$ cat src/rtl/ow_pkg.sv
package ow_pkg;

  localparam int unsigned BYTE_W = 8;

  localparam logic [2:0] OPC_RESET      = 3'd0;
  localparam logic [2:0] OPC_WRITE_BIT  = 3'd1;
  localparam logic [2:0] OPC_READ_BIT   = 3'd2;
  localparam logic [2:0] OPC_WRITE_BYTE = 3'd3;
  localparam logic [2:0] OPC_READ_BYTE  = 3'd4;

  typedef enum logic [1:0] {
    SLOT_RST = 2'd0,
    SLOT_W0  = 2'd1,
    SLOT_W1  = 2'd2,
    SLOT_RD  = 2'd3
  } slot_kind_e;

  function automatic logic op_known(input logic [2:0] op);
    return op <= OPC_READ_BYTE;
  endfunction

  function automatic logic op_is_byte(input logic [2:0] op);
    return (op == OPC_WRITE_BYTE) || (op == OPC_READ_BYTE);
  endfunction

  function automatic logic op_is_read(input logic [2:0] op);
    return (op == OPC_READ_BIT) || (op == OPC_READ_BYTE);
  endfunction

  // Slot flavour for an op and the data bit to be written next.
  function automatic slot_kind_e kind_for(input logic [2:0] op, input logic wbit);
    if (op == OPC_RESET)  return SLOT_RST;
    if (op_is_read(op))   return SLOT_RD;
    return wbit ? SLOT_W1 : SLOT_W0;
  endfunction

  // Microseconds the line is held low in a slot of the given flavour.
  function automatic int unsigned low_us(input slot_kind_e k, input int unsigned rst_low,
                                         input int unsigned slot, input int unsigned short_low);
    case (k)
      SLOT_RST: return rst_low;
      SLOT_W0:  return slot;
      default:  return short_low;
    endcase
  endfunction

  // Microseconds from slot start until the engine reports completion.
  function automatic int unsigned total_us(input slot_kind_e k, input int unsigned rst_low,
                                           input int unsigned pres_hi, input int unsigned slot,
                                           input int unsigned rec);
    return (k == SLOT_RST) ? (rst_low + pres_hi) : (slot + rec);
  endfunction

  // Received bits enter at the top so the first bit ends in bit 0.
  function automatic logic [BYTE_W-1:0] lsb_first_in(input logic [BYTE_W-1:0] sr, input logic b);
    return {b, sr[BYTE_W-1:1]};
  endfunction

endpackage

$ cat src/rtl/ow_tick_div.sv
module ow_tick_div #(
  parameter int unsigned CLKS_PER_US = 125
) (
  input  logic clk,
  input  logic rst_n,
  input  logic clear,
  output logic tick
);
  localparam int unsigned DIV_W = (CLKS_PER_US > 1) ? $clog2(CLKS_PER_US) : 1;
  localparam logic [DIV_W-1:0] LAST = DIV_W'(CLKS_PER_US - 1);

  logic [DIV_W-1:0] cnt_q;

  always_ff @(posedge clk or negedge rst_n) begin
    if (!rst_n) begin
      cnt_q <= '0;
    end else if (clear || (cnt_q == LAST)) begin
      cnt_q <= '0;
    end else begin
      cnt_q <= cnt_q + DIV_W'(1);
    end
  end

  assign tick = (cnt_q == LAST) && !clear;
endmodule

$ cat src/rtl/ow_slot_engine.sv
module ow_slot_engine import ow_pkg::*; #(
  parameter int unsigned T_RST_LOW = 480,
  parameter int unsigned T_PRES_LO = 60,
  parameter int unsigned T_PRES_HI = 240,
  parameter int unsigned T_SLOT    = 60,
  parameter int unsigned T_SHORT   = 6,
  parameter int unsigned T_SAMPLE  = 15,
  parameter int unsigned T_REC     = 1
) (
  input  logic       clk,
  input  logic       rst_n,
  input  logic       start,
  input  slot_kind_e kind,
  input  logic       tick,
  input  logic       line_lvl,
  output logic       pull,
  output logic       done,
  output logic       bit_smp,
  output logic       pres
);
  localparam int unsigned US_W = $clog2(T_RST_LOW + T_PRES_HI + T_SLOT + T_REC + 2);
  localparam logic [US_W-1:0] SMP_AT = US_W'(T_SAMPLE);
  localparam logic [US_W-1:0] WIN_LO = US_W'(T_RST_LOW + T_PRES_LO);
  localparam logic [US_W-1:0] WIN_HI = US_W'(T_RST_LOW + T_PRES_HI);

  logic            run_q;
  slot_kind_e      kind_q;
  logic [US_W-1:0] us_q;
  logic [US_W-1:0] us_nxt;
  logic [US_W-1:0] low_lim;
  logic [US_W-1:0] end_lim;
  logic            in_window;

  assign us_nxt    = us_q + US_W'(1);
  assign low_lim   = US_W'(low_us(kind_q, T_RST_LOW, T_SLOT, T_SHORT));
  assign end_lim   = US_W'(total_us(kind_q, T_RST_LOW, T_PRES_HI, T_SLOT, T_REC));
  assign in_window = (kind_q == SLOT_RST) && (us_nxt > WIN_LO) && (us_nxt <= WIN_HI);

  always_ff @(posedge clk or negedge rst_n) begin
    if (!rst_n) begin
      run_q   <= 1'b0;
      kind_q  <= SLOT_W1;
      us_q    <= '0;
      pull    <= 1'b0;
      done    <= 1'b0;
      bit_smp <= 1'b0;
      pres    <= 1'b0;
    end else begin
      done <= 1'b0;
      if (start) begin
        run_q   <= 1'b1;
        kind_q  <= kind;
        us_q    <= '0;
        pull    <= 1'b1;
        bit_smp <= 1'b0;
        pres    <= 1'b0;
      end else if (run_q && tick) begin
        us_q <= us_nxt;
        if (us_nxt == low_lim) pull <= 1'b0;
        if ((kind_q == SLOT_RD) && (us_nxt == SMP_AT)) bit_smp <= line_lvl;
        if (in_window && !line_lvl) pres <= 1'b1;
        if (us_nxt == end_lim) begin
          run_q <= 1'b0;
          done  <= 1'b1;
        end
      end
    end
  end
endmodule

$ cat src/rtl/ow_cmd_ctrl.sv
module ow_cmd_ctrl import ow_pkg::*; (
  input  logic              clk,
  input  logic              rst_n,
  input  logic              cmd_valid,
  input  logic [2:0]        cmd_op,
  input  logic [BYTE_W-1:0] cmd_data,
  output logic              cmd_ready,
  output logic              busy,
  output logic              rsp_valid,
  output logic [BYTE_W-1:0] rsp_data,
  output logic              rsp_presence,
  output logic              slot_start,
  output slot_kind_e        slot_kind,
  input  logic              slot_done,
  input  logic              slot_bit,
  input  logic              slot_pres
);
  localparam int unsigned CNT_W = $clog2(BYTE_W + 1);

  logic              busy_q;
  logic [2:0]        op_q;
  logic [BYTE_W-1:0] sr_q;
  logic [BYTE_W-1:0] sr_nxt;
  logic [CNT_W-1:0]  left_q;
  logic              launch;
  logic              last_slot;
  logic              cont;

  assign cmd_ready = !busy_q;
  assign busy      = busy_q;
  assign launch    = cmd_valid && !busy_q && op_known(cmd_op);
  assign last_slot = (left_q == CNT_W'(1));
  assign cont      = busy_q && slot_done && !last_slot;
  assign sr_nxt    = lsb_first_in(sr_q, slot_bit);

  assign slot_start = launch || cont;
  assign slot_kind  = launch ? kind_for(cmd_op, cmd_data[0]) : kind_for(op_q, sr_nxt[0]);

  always_ff @(posedge clk or negedge rst_n) begin
    if (!rst_n) begin
      busy_q       <= 1'b0;
      op_q         <= OPC_RESET;
      sr_q         <= '0;
      left_q       <= '0;
      rsp_valid    <= 1'b0;
      rsp_data     <= '0;
      rsp_presence <= 1'b0;
    end else begin
      rsp_valid <= 1'b0;
      if (launch) begin
        busy_q <= 1'b1;
        op_q   <= cmd_op;
        sr_q   <= cmd_data;
        left_q <= op_is_byte(cmd_op) ? CNT_W'(BYTE_W) : CNT_W'(1);
      end else if (busy_q && slot_done) begin
        sr_q   <= sr_nxt;
        left_q <= left_q - CNT_W'(1);
        if (last_slot) begin
          busy_q       <= 1'b0;
          rsp_valid    <= 1'b1;
          rsp_presence <= (op_q == OPC_RESET) && slot_pres;
          if (!op_is_read(op_q))     rsp_data <= '0;
          else if (op_is_byte(op_q)) rsp_data <= sr_nxt;
          else                       rsp_data <= BYTE_W'(slot_bit);
        end
      end
    end
  end
endmodule

$ cat src/rtl/ow_master.sv
module ow_master import ow_pkg::*; #(
  parameter int unsigned CLKS_PER_US = 125,
  parameter int unsigned SYNC_STAGES = 2,
  parameter int unsigned T_RST_LOW   = 480,
  parameter int unsigned T_PRES_LO   = 60,
  parameter int unsigned T_PRES_HI   = 240,
  parameter int unsigned T_SLOT      = 60,
  parameter int unsigned T_SHORT     = 6,
  parameter int unsigned T_SAMPLE    = 15,
  parameter int unsigned T_REC       = 1
) (
  input  logic              clk,
  input  logic              rst_n,
  input  logic              cmd_valid,
  output logic              cmd_ready,
  input  logic [2:0]        cmd_op,
  input  logic [BYTE_W-1:0] cmd_data,
  output logic              busy,
  output logic              rsp_valid,
  output logic [BYTE_W-1:0] rsp_data,
  output logic              rsp_presence,
  input  logic              line_in,
  output logic              line_pull
);
  // Named internal events, visible to the bound checker.
  logic       us_tick;
  logic       slot_start;
  slot_kind_e slot_kind;
  logic       slot_done;
  logic       slot_bit;
  logic       slot_pres;
  logic       line_lvl;

  logic [SYNC_STAGES-1:0] sync_q;

  generate
    if (SYNC_STAGES == 1) begin : g_sync_one
      always_ff @(posedge clk or negedge rst_n) begin
        if (!rst_n) sync_q <= '1;
        else        sync_q <= line_in;
      end
    end else begin : g_sync_chain
      always_ff @(posedge clk or negedge rst_n) begin
        if (!rst_n) sync_q <= '1;
        else        sync_q <= {sync_q[SYNC_STAGES-2:0], line_in};
      end
    end
  endgenerate

  assign line_lvl = sync_q[SYNC_STAGES-1];

  ow_tick_div #(.CLKS_PER_US(CLKS_PER_US)) u_tick (
    .clk   (clk),
    .rst_n (rst_n),
    .clear (slot_start),
    .tick  (us_tick)
  );

  ow_cmd_ctrl u_ctrl (
    .clk          (clk),
    .rst_n        (rst_n),
    .cmd_valid    (cmd_valid),
    .cmd_op       (cmd_op),
    .cmd_data     (cmd_data),
    .cmd_ready    (cmd_ready),
    .busy         (busy),
    .rsp_valid    (rsp_valid),
    .rsp_data     (rsp_data),
    .rsp_presence (rsp_presence),
    .slot_start   (slot_start),
    .slot_kind    (slot_kind),
    .slot_done    (slot_done),
    .slot_bit     (slot_bit),
    .slot_pres    (slot_pres)
  );

  ow_slot_engine #(
    .T_RST_LOW (T_RST_LOW),
    .T_PRES_LO (T_PRES_LO),
    .T_PRES_HI (T_PRES_HI),
    .T_SLOT    (T_SLOT),
    .T_SHORT   (T_SHORT),
    .T_SAMPLE  (T_SAMPLE),
    .T_REC     (T_REC)
  ) u_eng (
    .clk      (clk),
    .rst_n    (rst_n),
    .start    (slot_start),
    .kind     (slot_kind),
    .tick     (us_tick),
    .line_lvl (line_lvl),
    .pull     (line_pull),
    .done     (slot_done),
    .bit_smp  (slot_bit),
    .pres     (slot_pres)
  );
endmodule

$ cat config.mk
export PLATFORM = sky130hd
export DESIGN_NAME = ow_master
export DESIGN_NICKNAME = d
export VERILOG_FILES = /design/src/rtl/ow_pkg.sv /design/src/rtl/ow_tick_div.sv /design/src/rtl/ow_slot_engine.sv /design/src/rtl/ow_cmd_ctrl.sv /design/src/rtl/ow_master.sv
export SDC_FILE = /design/constraint.sdc
export NUM_CORES = 1
export LEC_CHECK = 0
export CAP_MARGIN = 10
export CORE_MARGIN = 2
export CORE_UTILIZATION = 45
export DETAILED_ROUTE_END_ITERATION = 12
export PLACE_DENSITY = 0.65
export SYNTH_ARGS = -nofsm -noshare
export SYNTH_HDL_FRONTEND = slang
export SYNTH_SLANG_ARGS = --single-unit
$ cat constraint.sdc
create_clock -name clk -period 3.3 [get_ports clk]
set_clock_uncertainty 0.05 [all_clocks]
set_input_delay 0.33 -clock clk [delete_from_list [all_inputs] [get_ports clk]]
set_output_delay 0.33 -clock clk [all_outputs]
set_load 0.01 [all_outputs]
==> metrics, run 1 <==
status=completed; gr usage total=18.71%; initial antenna violation count=0; sequential cell area=1280 um^2; worst-case clock buffer depth=2; RSZ-0062 raised after global routing=false; GRT overflow=0; Seq/Total Area, Yosys=43.57%; VDD IR max=0.2889 mV; row count=29; root buffer cell=clkbuf_8; syn nets=372; Syn Area/Cell=8.394 um^2; Synth area leader=dfrtp_1; relative slew slack=43.31%; Worst-path clk slew=0.09 ns; post-synthesis register bit count=51; final setup fails=0; ys flop type=dfrtp_1; Worst Path Arrival=2.91 ns; vias in the first global route=2300; setup TNS=0 ns; count of flip-flops with a built-in enable after synthesis=0; first-pass GRT wire length=11030 um; CTS H-Tree Depth=2; flop2flop setup slack=0.59 ns; core area=6350 um^2; final worst slack=0.5852 ns; IO Count=28; setup bufs post-CTS=0; Slew Limit Fails=0; Critical Path RT=3.50 ns; drt drc=0; largest net degree at the start of global routing=40; WL/cell=13.99 um; hold_buf cts=0; Pwr Density=414.5 nW/um^2; CTS tree=built; crit end category=register; post-route antenna net violation count=0; synthesized cell area=2938 um^2; die span in y=84.80 um; final net count=386; number of I/O port buffers=27; ys async rst share=100.0%; crit-path max FO=14; share of cells above drive strength 1=5.753%; CTS-repair resized insts=0; synth top area cells=dfrtp_1 (41%), nand2_1 (6.1%), nor2_1 (5.5%); area occupied by multi-input gates=1498 um^2; routability cong.=0.8559; minimum clock period=2.715 ns; dpl cells=434; via count=2448; Post-DP HPWL=4480 um; Distinct cells, synth=49; Synth top area share=40.89%; Post-Synthesis Cells=350; floorplan die width=84.80 um; Final Hold Viols=0; DR vias/cell=5.538; final std cells w/o fill=442; DRT Pass-1 Iters=4; Starting Density=46.27%; worst hold path class=in2async; total CTS buffers=5; number of synthesis warnings=0; Max Cap Viol=0; Die ar.=7191 um^2; Antenna diodes=0; WS Path Type=reg2reg; Skew-Pair Late Insertion Delay=0.31 ns; hold slack final=0.07413 ns; Tightest Pin Transition=0.8504 ns; clock sink count=51; startpoint types=register; fmax=368.4 MHz; Fill cells=575; Post-Route WL=6185 um; 1st-iter DRT viols=143; Placement Setup Slack=0.6360 ns; total power=1371 uW; area grow syn2layout=12.61%; Tcrit/Tclk final=82.27%; leakage=0.001410 uW
## final timing paths
check	start	to	cells past startpoint
setup / recovery	u_eng.us_q[1]	u_eng.pres	6
hold / removal	rst_n	u_eng.us_q[3]	1
setup reg to reg	u_eng.us_q[1]	u_eng.pres	6
hold reg to reg	sync_q[0]	sync_q[1]	0
max in group asynchronous	rst_n	u_eng.kind_q[1]	2
min in group clk	sync_q[0]	sync_q[1]	0
## Yosys cell counts, types with 4 or more instances
| cell type | count |
|---|---|
| nand4_1 | 5 |
| buf_2 | 5 |
| nor2_1 | 43 |
| nand3_1 | 13 |
| a21oi_1 | 22 |
| nand2_1 | 48 |
| or3_1 | 8 |
| nor3_1 | 12 |
| a31oi_1 | 13 |
| dfrtp_1 | 48 |
| o21ai_0 | 20 |
| xor2_1 | 11 |
| mux2i_1 | 4 |
| inv_1 | 16 |
| ha_1 | 7 |
| xnor2_1 | 8 |
| clkbuf_1 | 16 |
## metal layers
layer  up-vias  GRT usage [%]  part of all wire, %
met5         -              0                    0
met4         0          5.195                  1.1
met3         6          3.048                  3.9
met2        54          27.99                   45
met1      1152          28.12                   50
li1       1236              -                    -
## worst max-delay path, cell delays in order, from the launching register on
cell and delay, ns:
dfrtp_1 0.53, ha_1 0.53, and3_1 0.37, xnor2_1 0.19
or3_1 0.38, a2111oi_0 0.42, a22o_1 0.18
## logic make-up after synthesis
kind of cell,synth area share (%)
AND/OR/NAND/NOR,24.62
AO/OA/AOI/OAI,15.59
flip-flops,43.57
buffers and inverters,5.451
XOR/XNOR,5.664
adder cells (fa/ha/maj),2.981
multiplexers,2.129
## metrics by stage
stage | instance area, um^2 | utilization (%)
finish | 3308 | 52.10
global route | 3308 | 52.10
CTS | 3308 | 52.10
detailed placement | 3222 | 50.74
global placement | 3222 | 50.74
floorplan | 2938 | -
## layout by cell type, fill, tap and decap left out, drive strengths merged, types with 4 or more instances in the layout
cell,synthesis,layout
nand2,49,49
dfrtp,48,48
nor2,43,43
clkdlybuf4s50,0,26
o21ai,23,23
a21oi,22,22
inv,16,16
nand3,13,13
a31oi,13,13
nor3,12,12
xor2,11,11
or3,8,8
xnor2,8,8
ha,7,7
clkbuf,16,6
nand4,5,5
mux2i,4,4
and2,4,4
buf,7,4
## report_power, final
group	switching (uW)	internal, uW	leakage [uW]	total (uW)
sequential	79.5	690	0.000627	769
clock	208	150	0.0000452	358
combinational	135	109	0.000738	245
## area by class of cell
cell class	instances	share of cell area [%]
well taps	77	2.912
clock inverters	2	0.4160
multi-input cells	260	45.27
flip-flops and latches	51	38.69
clock buffers	6	2.194
inverters	16	1.815
repair buffers	30	8.699
## flip-flops by register name, indices dropped and copies added, names as in the netlist, 2 cells and up
register	count
u_ctrl.op_q	3
u_ctrl.sr_q	7
u_ctrl.rsp_data	8
u_ctrl.left_q	4
u_eng.us_q	10
u_tick.cnt_q	7
sync_q	2
u_eng.kind_q	2
No activity file was read; power rests on OpenSTA's default activity.
==> inputs of run 2 (changes only) <==
Clock period 3.3 ns to 2.7 ns, I/O delays scaled along.
==> run 2 against run 1 <==
  * Non-clock buffer count rose by 7
  * Wire length rose by 4.7%
  * Count of clock-buffer cells in the layout unchanged
  * Utilization increased by 1.5 points
  * Highest routed layer unchanged
  * Final cell count is 1.6% higher
  * Critical path type unchanged
  * Worst setup slack worse by 0.33 ns
  * Largest power group unchanged
  * Global-route usage shrank 0.083 points
  * Sequential power grew 22%
==> metrics, run 2 (synthesized netlist as in run 1, its figures left out) <==
gr usage total=18.62% (was 18.71%); final net count=393 (was 386); Worst-path clk slew=0.10 ns (was 0.09 ns); startpoint types=register (unchanged); routability cong.=0.9073 (was 0.8559); fmax=409.4 MHz (was 368.4 MHz); Max Cap Viol=0 (unchanged); Starting Density=46.27% (unchanged); crit-path max FO=10 (was 14); first-pass GRT wire length=10900 um (was 11030 um); DR vias/cell=5.579 (was 5.538); worst hold path class=in2reg (was in2async); most frequent cells in the layout=nand2_1 (48), dfrtp_1 (46), nor2_1 (43), clkdlybuf4s50_1 (26), a21oi_1 (22) (was nand2_1 (48), dfrtp_1 (48), nor2_1 (43), clkdlybuf4s50_1 (26), a21oi_1 (22)); Largest register FFs=10 (unchanged); initial antenna violation count=0 (unchanged); WL/cell=14.42 um (was 13.99 um); Antenna diodes=0 (unchanged); Slew Limit Fails=0 (unchanged); VDD IR max=0.3183 mV (was 0.2889 mV); drt drc=0 (unchanged); largest net degree at the start of global routing=31 (was 40); sequential cell area=1282 um^2 (was 1280 um^2); CTS tree=built (unchanged); Skew-Pair Late Insertion Delay=0.31 ns (about the same); Post-Route WL=6476 um (was 6185 um); final core utilization=53.56% (was 52.10%); relative slew slack=50.63% (was 43.31%); GRT overflow=0 (unchanged); WS Path Type=reg2reg (unchanged); Fill cells=580 (was 575); IO Count=28 (unchanged); total CTS buffers=5 (unchanged); post-route antenna net violation count=0 (unchanged); die span in y=84.80 um (unchanged); CTS H-Tree Depth=2 (unchanged); floorplan die width=84.80 um (unchanged); clock sink count=51 (unchanged); largest registers=u_eng.us_q x10, u_ctrl.rsp_data x8 (unchanged); setup TNS=0 ns (unchanged); row count=29 (unchanged); crit end category=register (unchanged); status=completed (unchanged); minimum clock period=2.443 ns (was 2.715 ns); area occupied by multi-input gates=1498 um^2 (unchanged); leakage=0.001460 uW (was 0.001410 uW); 1st-iter DRT viols=145 (was 143); core area=6350 um^2 (unchanged); Tcrit/Tclk final=90.47% (was 82.27%); Placement Setup Slack=0.2956 ns (was 0.6360 ns); Final Hold Viols=0 (unchanged); Tightest Pin Transition=0.7349 ns (was 0.8504 ns); area grow syn2layout=15.76% (was 12.61%); share of cells above drive strength 1=8.065% (was 5.753%); final setup fails=0 (unchanged); Pwr Density=535.4 nW/um^2 (was 414.5 nW/um^2); worst-case clock buffer depth=2 (unchanged); setup bufs post-CTS=0 (unchanged); Critical Path RT=2.90 ns (was 3.50 ns); number of I/O port buffers=27 (unchanged); root buffer cell=clkbuf_8 (unchanged); via count=2505 (was 2448); Post-DP HPWL=4716 um (was 4480 um); Worst Path Arrival=2.65 ns (was 2.91 ns); Die ar.=7191 um^2 (unchanged); RSZ-0062 raised after global routing=false (unchanged); register with the most flip-flops=u_eng.us_q (unchanged); DRT Pass-1 Iters=4 (unchanged); final worst slack=0.2572 ns (was 0.5852 ns); commonest non-fill, non-tap cell in the layout=nand2_1; vias in the first global route=2309 (was 2300)
-- run 2: cell types whose count changed in the layout (fill, tap and decap cells not counted), sizes merged --
cell and delta:
bufinv +1, inv +1, buf +6, clkinv -2, dlygate4sd3 +1
-- run 2: worst paths after layout --
kind,from,end,slack (ns),cells after the start
worst max-delay path,u_eng.us_q[0],u_eng.pres,0.26,6
worst min-delay path,line_in,sync_q[0],0.31,1
worst max register to register,u_eng.us_q[0],u_eng.pres,0.26,6
worst min register to register,sync_q[0],sync_q[1],0.31,0
max in group asynchronous,rst_n,u_ctrl.rsp_data[0],1.43,3
min in group asynchronous,rst_n,u_eng.us_q[2],0.41,2
-- run 2: cell type report --
class	count	share of cell area [%]
Multi-Input combinational cell	260	44.04
Sequential cell	51	37.71
Timing Repair Buffer	37	10.08
Tap cell	77	2.833
Clock buffer	6	2.428
Inverter	16	1.766
Clock inverter	2	1.141
-- run 2: report_power, final --
group	switching, uW	internal (uW)
logic	167	139
clock network	268	305
registers	96.0	846
-- run 2: worst max-delay path: stages (launching register included) --
cell and delay (ns):
dfrtp_2 0.48, ha_1 0.29, and3_1 0.29, xnor2_1 0.24, or3_1 0.39, a2111oi_0 0.46
a22o_1 0.19
-- run 2: repair_timing --
item,in CTS,in global routing
hold buffers,1,0
setup endpoints to repair,0,1
resized for setup,0,2
endpoints found under the hold margin,18,0
-- run 2: through the flow --
step | instances | cell area (um^2) | total power [uW] | hold WS [ns]
final | 449 | 3401 | 1821 | 0.3078
after global routing | 449 | 3401 | 1940 | 0.3000
after CTS | 449 | 3398 | 1834 | 0.3026
after detailed placement | 440 | 3267 | 1259 | 0.2193
after global placement | 440 | 3267 | 1246 | 0.2246
after floorplan | 350 | 2938 | 1159 | -0.07559
-- run 2: layer usage --
| layer | share of wire, % | vias to the layer above | GRT usage [%] | wire length, um |
|---|---|---|---|---|
| met2 | 44 | 59 | 27.56 | 2858 |
| li1 | - | 1247 | - | - |
| met4 | 1.6 | 0 | 5.772 | 104 |
| met3 | 4.1 | 9 | 3.343 | 263 |
| met1 | 50 | 1190 | 27.81 | 3249 |
| met5 | 0 | - | 0 | 0 |
